==> config.mk <==
export PLATFORM = sky130hd
export DESIGN_NAME = smr_reset_seq
export DESIGN_NICKNAME = d
export VERILOG_FILES = /design/src/rtl/smr_pkg.sv /design/src/rtl/smr_level_cmp.sv /design/src/rtl/smr_dip_qual.sv /design/src/rtl/smr_period_tmr.sv /design/src/rtl/smr_reset_seq.sv
export SDC_FILE = /design/constraint.sdc
export NUM_CORES = 1
export LEC_CHECK = 0
export BUFFER_PORTS_ARGS = -buffer_cell sky130_fd_sc_hd__buf_2
export CORE_MARGIN = 4
export CORE_UTILIZATION = 50
export DETAILED_ROUTE_END_ITERATION = 10
export PLACE_DENSITY = 0.84
export SYNTH_ARGS = -nofsm -noshare
export SYNTH_HDL_FRONTEND = slang
export SYNTH_SLANG_ARGS = --single-unit
==> constraint.sdc <==
create_clock -name clk -period 11.65 [get_ports clk]
set_clock_uncertainty 0.05 [all_clocks]
set_input_delay 2.33 -clock clk [delete_from_list [all_inputs] [get_ports clk]]
set_output_delay 2.33 -clock clk [all_outputs]
set_load 0.02 [all_outputs]
==> src/rtl/smr_pkg.sv <==
package smr_pkg;

    typedef enum logic [1:0] {
        ST_WAIT = 2'd0,
        ST_HOLD = 2'd1,
        ST_RUN  = 2'd2
    } smr_state_e;

    typedef struct packed {
        smr_state_e st;
        logic       rst_n;
    } smr_fsm_t;

endpackage

==> src/rtl/smr_level_cmp.sv <==
module smr_level_cmp #(
    parameter int CODE_W = 8
) (
    input  logic [CODE_W-1:0] lvl_code,
    input  logic [CODE_W-1:0] trip_lvl,
    input  logic [CODE_W-1:0] hyst_band,
    output logic              good,
    output logic              deep
);
    localparam int EXT_W = CODE_W + 1;

    logic [EXT_W-1:0] lvl_plus_band;

    always_comb begin
        lvl_plus_band = {1'b0, lvl_code} + {1'b0, hyst_band};
        good          = (lvl_code > trip_lvl);
        // lvl + band < trip is lvl < trip - band without underflow
        deep          = (lvl_plus_band < {1'b0, trip_lvl});
    end
endmodule

==> src/rtl/smr_dip_qual.sv <==
module smr_dip_qual #(
    parameter int QUAL_W    = 6,
    parameter int FAST_QUAL = 2
) (
    input  logic              clk,
    input  logic              srst,
    input  logic              arm,
    input  logic              good,
    input  logic              deep,
    input  logic [QUAL_W-1:0] qual_ticks,
    output logic              trip
);
    localparam int QC_W = QUAL_W + 1;
    localparam logic [QC_W-1:0] QC_MAX  = {QC_W{1'b1}};
    localparam logic [QC_W-1:0] FAST_LIM = QC_W'(FAST_QUAL < 1 ? 1 : FAST_QUAL);

    typedef struct packed {
        logic [QC_W-1:0] cnt;
    } qual_reg_t;

    qual_reg_t       r_q, r_d;
    logic [QC_W-1:0] slow_lim;
    logic [QC_W-1:0] lim;
    logic [QC_W-1:0] cnt_inc;

    always_comb begin
        slow_lim = (qual_ticks == '0) ? QC_W'(1) : {1'b0, qual_ticks};
        if (deep)
            lim = (FAST_LIM < slow_lim) ? FAST_LIM : slow_lim;
        else
            lim = slow_lim;
        cnt_inc = (r_q.cnt == QC_MAX) ? QC_MAX : r_q.cnt + QC_W'(1);
        trip    = arm && !good && (cnt_inc >= lim);

        r_d = r_q;
        if (!arm || good || trip)
            r_d.cnt = '0;
        else
            r_d.cnt = cnt_inc;
    end

    always_ff @(posedge clk) begin
        if (srst)
            r_q <= '0;
        else
            r_q <= r_d;
    end
endmodule

==> src/rtl/smr_period_tmr.sv <==
module smr_period_tmr #(
    parameter int PER_W = 8
) (
    input  logic             clk,
    input  logic             srst,
    input  logic             load,
    input  logic             en,
    input  logic [PER_W-1:0] hold_ticks,
    output logic             done
);
    typedef struct packed {
        logic [PER_W-1:0] cnt;
    } per_reg_t;

    per_reg_t         r_q, r_d;
    logic [PER_W-1:0] load_val;

    always_comb begin
        load_val = (hold_ticks == '0) ? PER_W'(1) : hold_ticks;
        done     = (r_q.cnt <= PER_W'(1));

        r_d = r_q;
        if (load)
            r_d.cnt = load_val;
        else if (en && !done)
            r_d.cnt = r_q.cnt - PER_W'(1);
    end

    always_ff @(posedge clk) begin
        if (srst)
            r_q <= '0;
        else
            r_q <= r_d;
    end
endmodule

==> src/rtl/smr_reset_seq.sv <==
module smr_reset_seq #(
    parameter int CODE_W    = 8,
    parameter int PER_W     = 8,
    parameter int QUAL_W    = 6,
    parameter int FAST_QUAL = 2
) (
    input  logic              clk,
    input  logic              srst,
    input  logic [CODE_W-1:0] lvl_code,
    input  logic [CODE_W-1:0] trip_lvl,
    input  logic [CODE_W-1:0] hyst_band,
    input  logic [PER_W-1:0]  hold_ticks,
    input  logic [QUAL_W-1:0] qual_ticks,
    output logic              rst_n_o
);
    import smr_pkg::*;

    smr_fsm_t fsm_q, fsm_d;
    logic     good, deep, trip, done, load;

    smr_level_cmp #(.CODE_W(CODE_W)) u_cmp (
        .lvl_code  (lvl_code),
        .trip_lvl  (trip_lvl),
        .hyst_band (hyst_band),
        .good      (good),
        .deep      (deep)
    );

    smr_dip_qual #(.QUAL_W(QUAL_W), .FAST_QUAL(FAST_QUAL)) u_qual (
        .clk        (clk),
        .srst       (srst),
        .arm        (fsm_q.st == ST_RUN),
        .good       (good),
        .deep       (deep),
        .qual_ticks (qual_ticks),
        .trip       (trip)
    );

    smr_period_tmr #(.PER_W(PER_W)) u_per (
        .clk        (clk),
        .srst       (srst),
        .load       (load),
        .en         (fsm_q.st == ST_HOLD),
        .hold_ticks (hold_ticks),
        .done       (done)
    );

    always_comb begin
        fsm_d = fsm_q;
        load  = 1'b0;
        unique case (fsm_q.st)
            ST_WAIT: begin
                if (good) begin
                    fsm_d.st = ST_HOLD;
                    load     = 1'b1;
                end
            end
            ST_HOLD: begin
                if (done)
                    fsm_d.st = good ? ST_RUN : ST_WAIT;
            end
            ST_RUN: begin
                if (trip) begin
                    fsm_d.st = ST_HOLD;
                    load     = 1'b1;
                end
            end
            default: fsm_d.st = ST_WAIT;
        endcase
        fsm_d.rst_n = (fsm_d.st == ST_RUN);
    end

    always_ff @(posedge clk) begin
        if (srst)
            fsm_q <= '{st: ST_WAIT, rst_n: 1'b0};
        else
            fsm_q <= fsm_d;
    end

    assign rst_n_o = fsm_q.rst_n;
endmodule

# Yosys cells after proc, flatten, opt, wreduce, memory -nomap -nowiden
# Cells that the tools add are included.
# word_totals
output_inout_bits	1
latchBits	0
rom_bits	0
ff_bits	18
n_memories	0
mem_bits_rw	0
# op_classes
shifts	0
n_bitwise	0
n_addsub	3
eq_ne	4
n_div	0
mul	0
muxes	15
reduce_logical	13
magnitude_cmp	5
# op_table
cell	n
$mux 8	3
$mux 7	3
$add 8x8->9	1
$lt 9x8->1	1
$gt 8x8->1	1
$le 8x1->1 const B	1
$logic_not 8->1	1
$mux 2	4
$sub 8x1->8 const B	1
$add 7x1->7 const B	1
$eq 7x7->1 const B	1
$ge 7x7->1	1
$lt 2x7->1 const A	1
$logic_not 6->1	1
$mux 6	1
$pmux 2 s3	1
$eq 2x2->1 const B	2
$logic_and 1x1->1	3
$logic_not 1->1	3
$eq 2x1->1 const B	1
$logic_not 2->1	1
$logic_or 1x1->1	2
$mux 1	2
$pmux 1 s2	1
2 further kinds	2

# Longest topological paths before layout
# Gate-level depths: netlist (run 1).
# logic_depth
ltp_word	10
mapped_depth	22

# By module
# A second synthesis (run 1) with hierarchy kept.
# hier_totals
cells_unflattened	224
area_unflattened_um2	1890.6
# by_module_without_submodules
mod	n_inst	seq_area_each_um2	cells_per_inst	area_per_inst_um2
smr_level_cmp	1	0.0	87	681.9
smr_dip_qual	1	140.1	65	581.8
smr_period_tmr	1	160.2	59	493.0
smr_reset_seq	1	60.1	13	133.9

# Worst setup path before layout (run 1)
# No wires, ideal clock.
# synth_path
path_type	input to register
from	input lvl_code[0]
to	register u_per.r_q[0] (netlist bit)
slack_ns	5.341
required_ns	11.459
setup_ns	0.141
path_buffers	1
arrival_time_ns	6.117
stages	21
cell_sequence	ha_1 inv_1 fa_1 nor2b_1 o21ai_0 a21boi_0 nor2_1 ha_1 a21o_1 a211oi_1 o21a_1 o211ai_1 o21ba_2 ha_1 nand2_1 o21ai_1 a211oi_2 or4_4 buf_6 a221oi_2 a211oi_1
# synth_via
elab_chain_cells	8
# synth_rtl
element	line	source
start: declaration	smr_reset_seq.sv:9	input logic [CODE_W-1:0] lvl_code,
$add 8x8->9	smr_level_cmp.sv:15	lvl_plus_band = {1'b0, lvl_code} + {1'b0, hyst_band};
$lt 9x8->1	smr_level_cmp.sv:18	deep = (lvl_plus_band < {1'b0, trip_lvl});
$mux 7	smr_dip_qual.sv:28	if (deep)
$ge 7x7->1	smr_dip_qual.sv:33	trip = arm && !good && (cnt_inc >= lim);
$logic_and 1x1->1	smr_dip_qual.sv:33	
$mux 1	smr_reset_seq.sv:63	if (trip) begin
$pmux 1 s2 *	smr_reset_seq.sv:51	unique case (fsm_q.st)
$mux 8 or $reduce_bool 2->1 (tied branches)	-	
end signal: assignment	smr_period_tmr.sv:33	r_q <= r_d;
end: declaration	smr_period_tmr.sv:15	per_reg_t r_q, r_d;
# Mark *: on every way between the ends. The rest lies on a longest branch, timed or not.
# A chain may end at the register's enable or synchronous reset.

# Worst setup path in the final report (run 1)
# Same ends and word-level chain as after synthesis.

==> results of run 1 <==
state kept, by name (all words and copies together), names as in the netlist:
register    cells
fsm_q           2
rst_n_o         1
u_qual.r_q      7
u_per.r_q       8
power breakdown:
group	internal, uW	total, uW	switching, uW
registers	68.7	75.1	6.36
logic	41.5	89.6	48.1
clock network	19.1	38.7	19.7
total	129	203	74.2
stage by stage:
| step | power (uW) | area, sq um | hold slack [ns] | std cells | worst slack, ns |
|---|---|---|---|---|---|
| 2_1_floorplan | 143 | 1750 | 0.413 | 216 | 5.34 |
| 3_3_place_gp | 163 | 1990 | 0.444 | 300 | 5.04 |
| 3_5_place_dp | 166 | 1990 | 0.448 | 300 | 4.92 |
| 4_1_cts | 205 | 2030 | 0.467 | 304 | 5.21 |
| 5_1_grt | 222 | 2030 | 0.487 | 304 | 4.88 |
| 6_report | 203 | 2030 | 0.466 | 304 | 5.25 |
logic make-up (layout without fill, tap and decap cells):
family,after synthesis,count (layout),share of synthesized area [%]
AND/OR/NAND/NOR,70,70,20.7
AO/OA/AOI/OAI,62,62,23.1
adder cells (fa/ha/maj),33,33,24.0
flip-flops,18,18,20.6
buffers and inverters,18,60,4.29
XOR/XNOR,13,13,6.50
other,1,1,0.214
multiplexers,1,1,0.571
layout make-up:
class                      count  area share [%]
multi-input combinational    180            64.8
sequential                    18            17.7
timing repair buffer          40            9.86
inverter                      16            2.96
tap                           46            2.83
clock buffer                   4            1.79
cells in the final DEF, fill, tap and decap left out, types with 3 or more instances in the layout:
cell,n
buf_2,40
ha_1,32
a21oi_1,23
nand2_1,21
dfxtp_1,18
inv_1,16
nor2_1,11
xnor2_1,11
a211oi_1,9
o21ai_0,8
nor2b_1,7
nand3_1,6
nand2b_1,4
a21o_1,4
o211ai_1,4
nor4_1,4
and3_1,3
nor3_1,3
clkbuf_4,3
metal layers:
metal,up-vias,GRT usage [%],part of all wire (%)
li1,869,-,-
met1,741,20.2,45
met2,27,31.2,49
met3,4,2.33,4.1
met4,0,5.82,1.3
met5,-,0,0
critical path, stage by stage:
cell and delay [ns]:
buf_2 0.09, ha_1 0.15, inv_1 0.06, fa_1 0.41
nor2b_1 0.13, o21ai_0 0.11, a21boi_0 0.33, nor2_1 0.09
ha_1 0.30, a21o_1 0.18, a211oi_1 0.22, o21a_1 0.15
o211ai_1 0.19, o21ba_2 0.26, ha_1 0.27, nand2_1 0.05
o21ai_1 0.14, a211oi_2 0.12, or4_4 0.57, a221oi_2 0.29
a211oi_1 0.08
path summary, 6_finish.rpt:
path                                     from  slack (ns)            to
worst max-delay path              lvl_code[0]        5.25  u_per.r_q[0]
worst min-delay path             u_per.r_q[2]        0.47  u_per.r_q[2]
worst max register to register  u_qual.r_q[0]        8.42  u_per.r_q[2]
worst min register to register   u_per.r_q[2]        0.47  u_per.r_q[2]
==> reports/metrics.cfg, run 1 <==
[clocking]
clkSlewWorstSetupHoldPaths_ns = 0.10
clockBufferDepth = 2
cts_inserted_buffers = 3
tritoncts_num_sinks = 18
worst_skew_pair.late_latency_ns = 0.30
cts_max_level = 1
setup_bufs_post_cts = 0
cts_hold_buffers = 0
cts_root_buffer = clkbuf_4
post_cts_resize_count = 0
clock_tree_from_tritoncts = done

[critical_path]
required_arrival_time_at_the_worst_endpoint_ns = 11.76
cp_max_fo = 8
critical_path_arrival_ns = 6.51
worst-r2r-cell-count = 12
type_of_the_setup_path_with_the_least_slack = in -> reg
setup.worst_path.end_class = flip-flop
startpoint_type_of_the_worst_setup_path = input port

[logic_synthesis]
synthArstFlopShare_pct = 0
avg_inst_size_synth_sq_um = 8.11
ys_top_cells_by_area = ha_1 (23%), dfxtp_1 (21%), a21oi_1 (6.6%)
synth_enable_flop_cells = 0
yosys_warnings = 0
synth_top_cell_by_area = ha_1
post_synth_most_frequent_cells = ha_1 (32), a21oi_1 (23), nand2_1 (21)
syn_nets = 289
synth.ff_latch_count = 18
ys_types = 41
part_of_the_yosys_area_used_for_sequential_elements_pct = 20.6
synth.most_common_cell = ha_1
netlist.area_leader.share_pct = 22.9
synthesis.instances = 216
synth-main-ff-cell = dfxtp_1
netlist_area_sq_mm = 0.00175

[global_routing]
global_route_total_usage_across_every_layer_pct = 17.0
antenna_found_initial = 0
maximum_number_of_pins_on_one_net_before_global_route_repair = 13
grt_first_pass_wirelength_microns = 6070
grt_overflow_total = 0
via_count_of_the_first_global_routing_pass = 1525

[layout]
antenna-diode-count = 0
fin_nets = 332
layout-drive-gt1-share_pct = 19.8
layout.area.seq_sq_um = 360
multi_input_area_sq_mm = 0.00132
areaGrowthSynthToFinish_pct = 15.9
num-fill-cells = 332
final_core_util_pct = 60.4

[power_and_ir_drop]
vdd_drop_max_mv = 0.0713
p_leak_uw = 0.000979
power_density_mw_per_mm2 = 100

[timing]
final.min_clock_period_ns = 6.40
slew_viol_final = 0
rsz0062_at_grt = false
finalSetupTns_ns = 0
final_min_period_over_clock_period_pct = 54.9
worstMarginPinSlew_ns = 0.635
slew_headroom_pct = 57.4
setup-violations-final = 0
timing.fmax_ghz = 0.156
final-hold-violation-count = 0

[route]
drt.antenna.violating_nets = 0
drtPass1Iterations = 4
routedWlPerCell_microns = 11.8
post_drt_via_cell_ratio = 5.40
drt-initial-drc-count = 62
drt_wl_total_microns = 3590
vias = 1641
post-route-drc-count = 0

[floorplanning]
pin_count = 41
die_area_sq_mm = 0.00451
start_util_pct = 52.1
design.core.area_sq_mm = 0.00336
placement_rows = 21
chipWidth_microns = 67.2
dieHeight_microns = 67.2

[worst_hold_path]
hold_path.class = reg -> reg
min_delay_path_depth = 2

[place]
hpwl_microns = 3030
number_of_input_and_output_port_buffers_inserted = 40
gp_congestion = 0.899

[job]
cap_violations = 0

[outcome]
run_status = finished clean

No activity file was read; power rests on OpenSTA's default activity.
==> inputs of run 2 (changes only) <==
- clock period: 11.65 -> 6.45 ns (I/O delays scaled with it)
==> run 2 against run 1 <==
Worst setup slack got worse by 4.2 ns. Worst hold slack improved by 0.0056 ns. Register-to-register slack got worse by 5.2 ns. Largest cell class unchanged. Critical path type unchanged. Flip-flop and latch count unchanged. Sequential share of layout area unchanged.
==> reports/metrics.cfg, run 2 (synthesis gave the netlist of run 1 again) <==
[place]
number_of_input_and_output_port_buffers_inserted = 40  ; unchanged
hpwl_microns = 3050  ; +0.62%
gp_congestion = 0.901  ; +0.31%
numPlacedInstances = 300  ; unchanged

[timing]
final_min_period_over_clock_period_pct = 83.8
slew_viol_final = 0  ; unchanged
timing.fmax_ghz = 0.185
worstMarginPinSlew_ns = 0.649  ; +0.0141 ns
hold_slack_ns = 0.472  ; +0.00561 ns
finalSetupTns_ns = 0  ; unchanged
slew_headroom_pct = 56.4  ; -0.94 points
rsz0062_at_grt = false
final-hold-violation-count = 0  ; unchanged
final.min_clock_period_ns = 5.41
setup-violations-final = 0  ; unchanged

[clocking]
worst_skew_pair.late_latency_ns = 0.29  ; about the same
clockBufferDepth = 2  ; unchanged
cts_root_buffer = clkbuf_4
tritoncts_num_sinks = 18  ; unchanged
post_cts_resize_count = 0  ; unchanged
cts_inserted_buffers = 3  ; unchanged
clock_tree_from_tritoncts = done
setup_bufs_post_cts = 0  ; unchanged
cts_max_level = 1  ; unchanged
cts_hold_buffers = 0  ; unchanged
clkSlewWorstSetupHoldPaths_ns = 0.11  ; about the same

[layout]
mostFrequentLayoutCells = buf_2 (40), ha_1 (32), a21oi_1 (23)
layout-drive-gt1-share_pct = 19.8  ; unchanged
fin_nets = 332  ; unchanged
max_flop_register = u_per.r_q
largest_registers_in_the_final_layout = u_per.r_q x8, u_qual.r_q x7, fsm_q x2
post_layout_nonfiller_instances = 304  ; unchanged
areaGrowthSynthToFinish_pct = 15.9  ; unchanged
antenna-diode-count = 0  ; unchanged
num-fill-cells = 331  ; -0.30%
largest_register_ff_count = 8  ; unchanged
layout_commonest_cell = buf_2

[job]
cap_violations = 0  ; unchanged

[floorplanning]
design.core.area_sq_mm = 0.00336  ; unchanged
die_area_sq_mm = 0.00451  ; unchanged
dieHeight_microns = 67.2  ; unchanged
start_util_pct = 52.1  ; unchanged
chipWidth_microns = 67.2  ; unchanged
pin_count = 41  ; unchanged
placement_rows = 21  ; unchanged

[power_and_ir_drop]
power_density_mw_per_mm2 = 182  ; +81%
vdd_drop_max_mv = 0.143  ; +100%
total_power_uw = 369  ; +81%
p_leak_uw = 0.000979  ; unchanged

[global_routing]
antenna_found_initial = 0  ; unchanged
grt_overflow_total = 0  ; unchanged
maximum_number_of_pins_on_one_net_before_global_route_repair = 13  ; unchanged
via_count_of_the_first_global_routing_pass = 1549  ; +1.6%
global_route_total_usage_across_every_layer_pct = 16.9  ; -0.10 points
grt_first_pass_wirelength_microns = 6150  ; +1.2%

[critical_path]
critPathBufInv = 2  ; unchanged
critical_path_arrival_ns = 5.51  ; -1.00 ns
setup.worst_path.end_class = flip-flop
required_arrival_time_at_the_worst_endpoint_ns = 6.55  ; -5.21 ns
cell_by_cell_trace_of_the_critical_path = buf_2, ha_1, inv_1, fa_1, nor2b_1, o21ai_0, a21boi_0, nor2_1, ha_1, a21o_1, a211oi_1, o21a_1, o211ai_1, nand2_1, ha_1, a211oi_1, nand2_1, a211oi_2, nor4_1, nor2_1, a211oi_1
critical_path.max_stage_delay_ns = 0.45  ; -0.12 ns
crit_path_slowest_cell = nor2_1
startpoint_type_of_the_worst_setup_path = input port
cp_max_fo = 8  ; unchanged
critical-path-top-delay-family = compound AO/OA/AOI/OAI gates
type_of_the_setup_path_with_the_least_slack = in -> reg

[route]
drt-initial-drc-count = 57  ; -8.1%
vias = 1649  ; +0.49%
post-route-drc-count = 0  ; unchanged
routedWlPerCell_microns = 11.8  ; -0.19%
drt.antenna.violating_nets = 0  ; unchanged
drtPass1Iterations = 4  ; unchanged
post_drt_via_cell_ratio = 5.42  ; +0.49%
drt_wl_total_microns = 3580  ; -0.19%

[worst_hold_path]
hold_path.class = reg -> reg

[outcome]
run_status = finished clean

[run 2: cell counts in the layout (fill, tap and decap cells not counted)]
No cell type changed its count.
[run 2: routing by layer]
metal / vias up / part of all wire (%) / track usage, %
met5: - / 0 / 0
met4: 0 / 0.47 / 3.04
met2: 23 / 50 / 31.9
li1: 869 / - / -
met3: 4 / 3.0 / 1.50
met1: 753 / 46 / 20.9
[run 2: worst min-delay path: stages, from the launching register on]
cell and delay, ns:
dfxtp_1 0.34, nand2_1 0.06, a311oi_1 0.08
[run 2: report_power, final]
part / switching (uW) / internal [uW]
combinational: 87.6 / 75.0
clock: 36.0 / 34.4
sequential: 11.7 / 124
[run 2: layout make-up]
cell class                      instances  area [sq um]  area share [%]
Tap cell                               46          57.6            2.83
Multi-Input combinational cell        180          1320            64.8
Inverter                               16          60.1            2.96
Timing Repair Buffer                   40           200            9.86
Clock buffer                            4          36.3            1.79
Sequential cell                        18           360            17.7
[run 2: path summary, 6_finish.rpt]
check,slack [ns],startpoint,depth (start not counted),end
worst min register to register,0.47,u_per.r_q[2],2,u_per.r_q[2]
worst max-delay path,1.04,lvl_code[0],21,u_per.r_q[6]
worst max register to register,3.18,u_qual.r_q[0],12,u_per.r_q[6]
worst min-delay path,0.47,u_per.r_q[2],2,u_per.r_q[2]
[run 2: stage by stage]
stage	utilization (%)	area, sq um	worst slack, ns
final	60.4	2030	1.04
after detailed placement	59.3	1990	0.753
after CTS	60.4	2030	1.03
after global placement	59.3	1990	0.879
after global routing	60.4	2030	0.684
after floorplan	-	1750	1.18
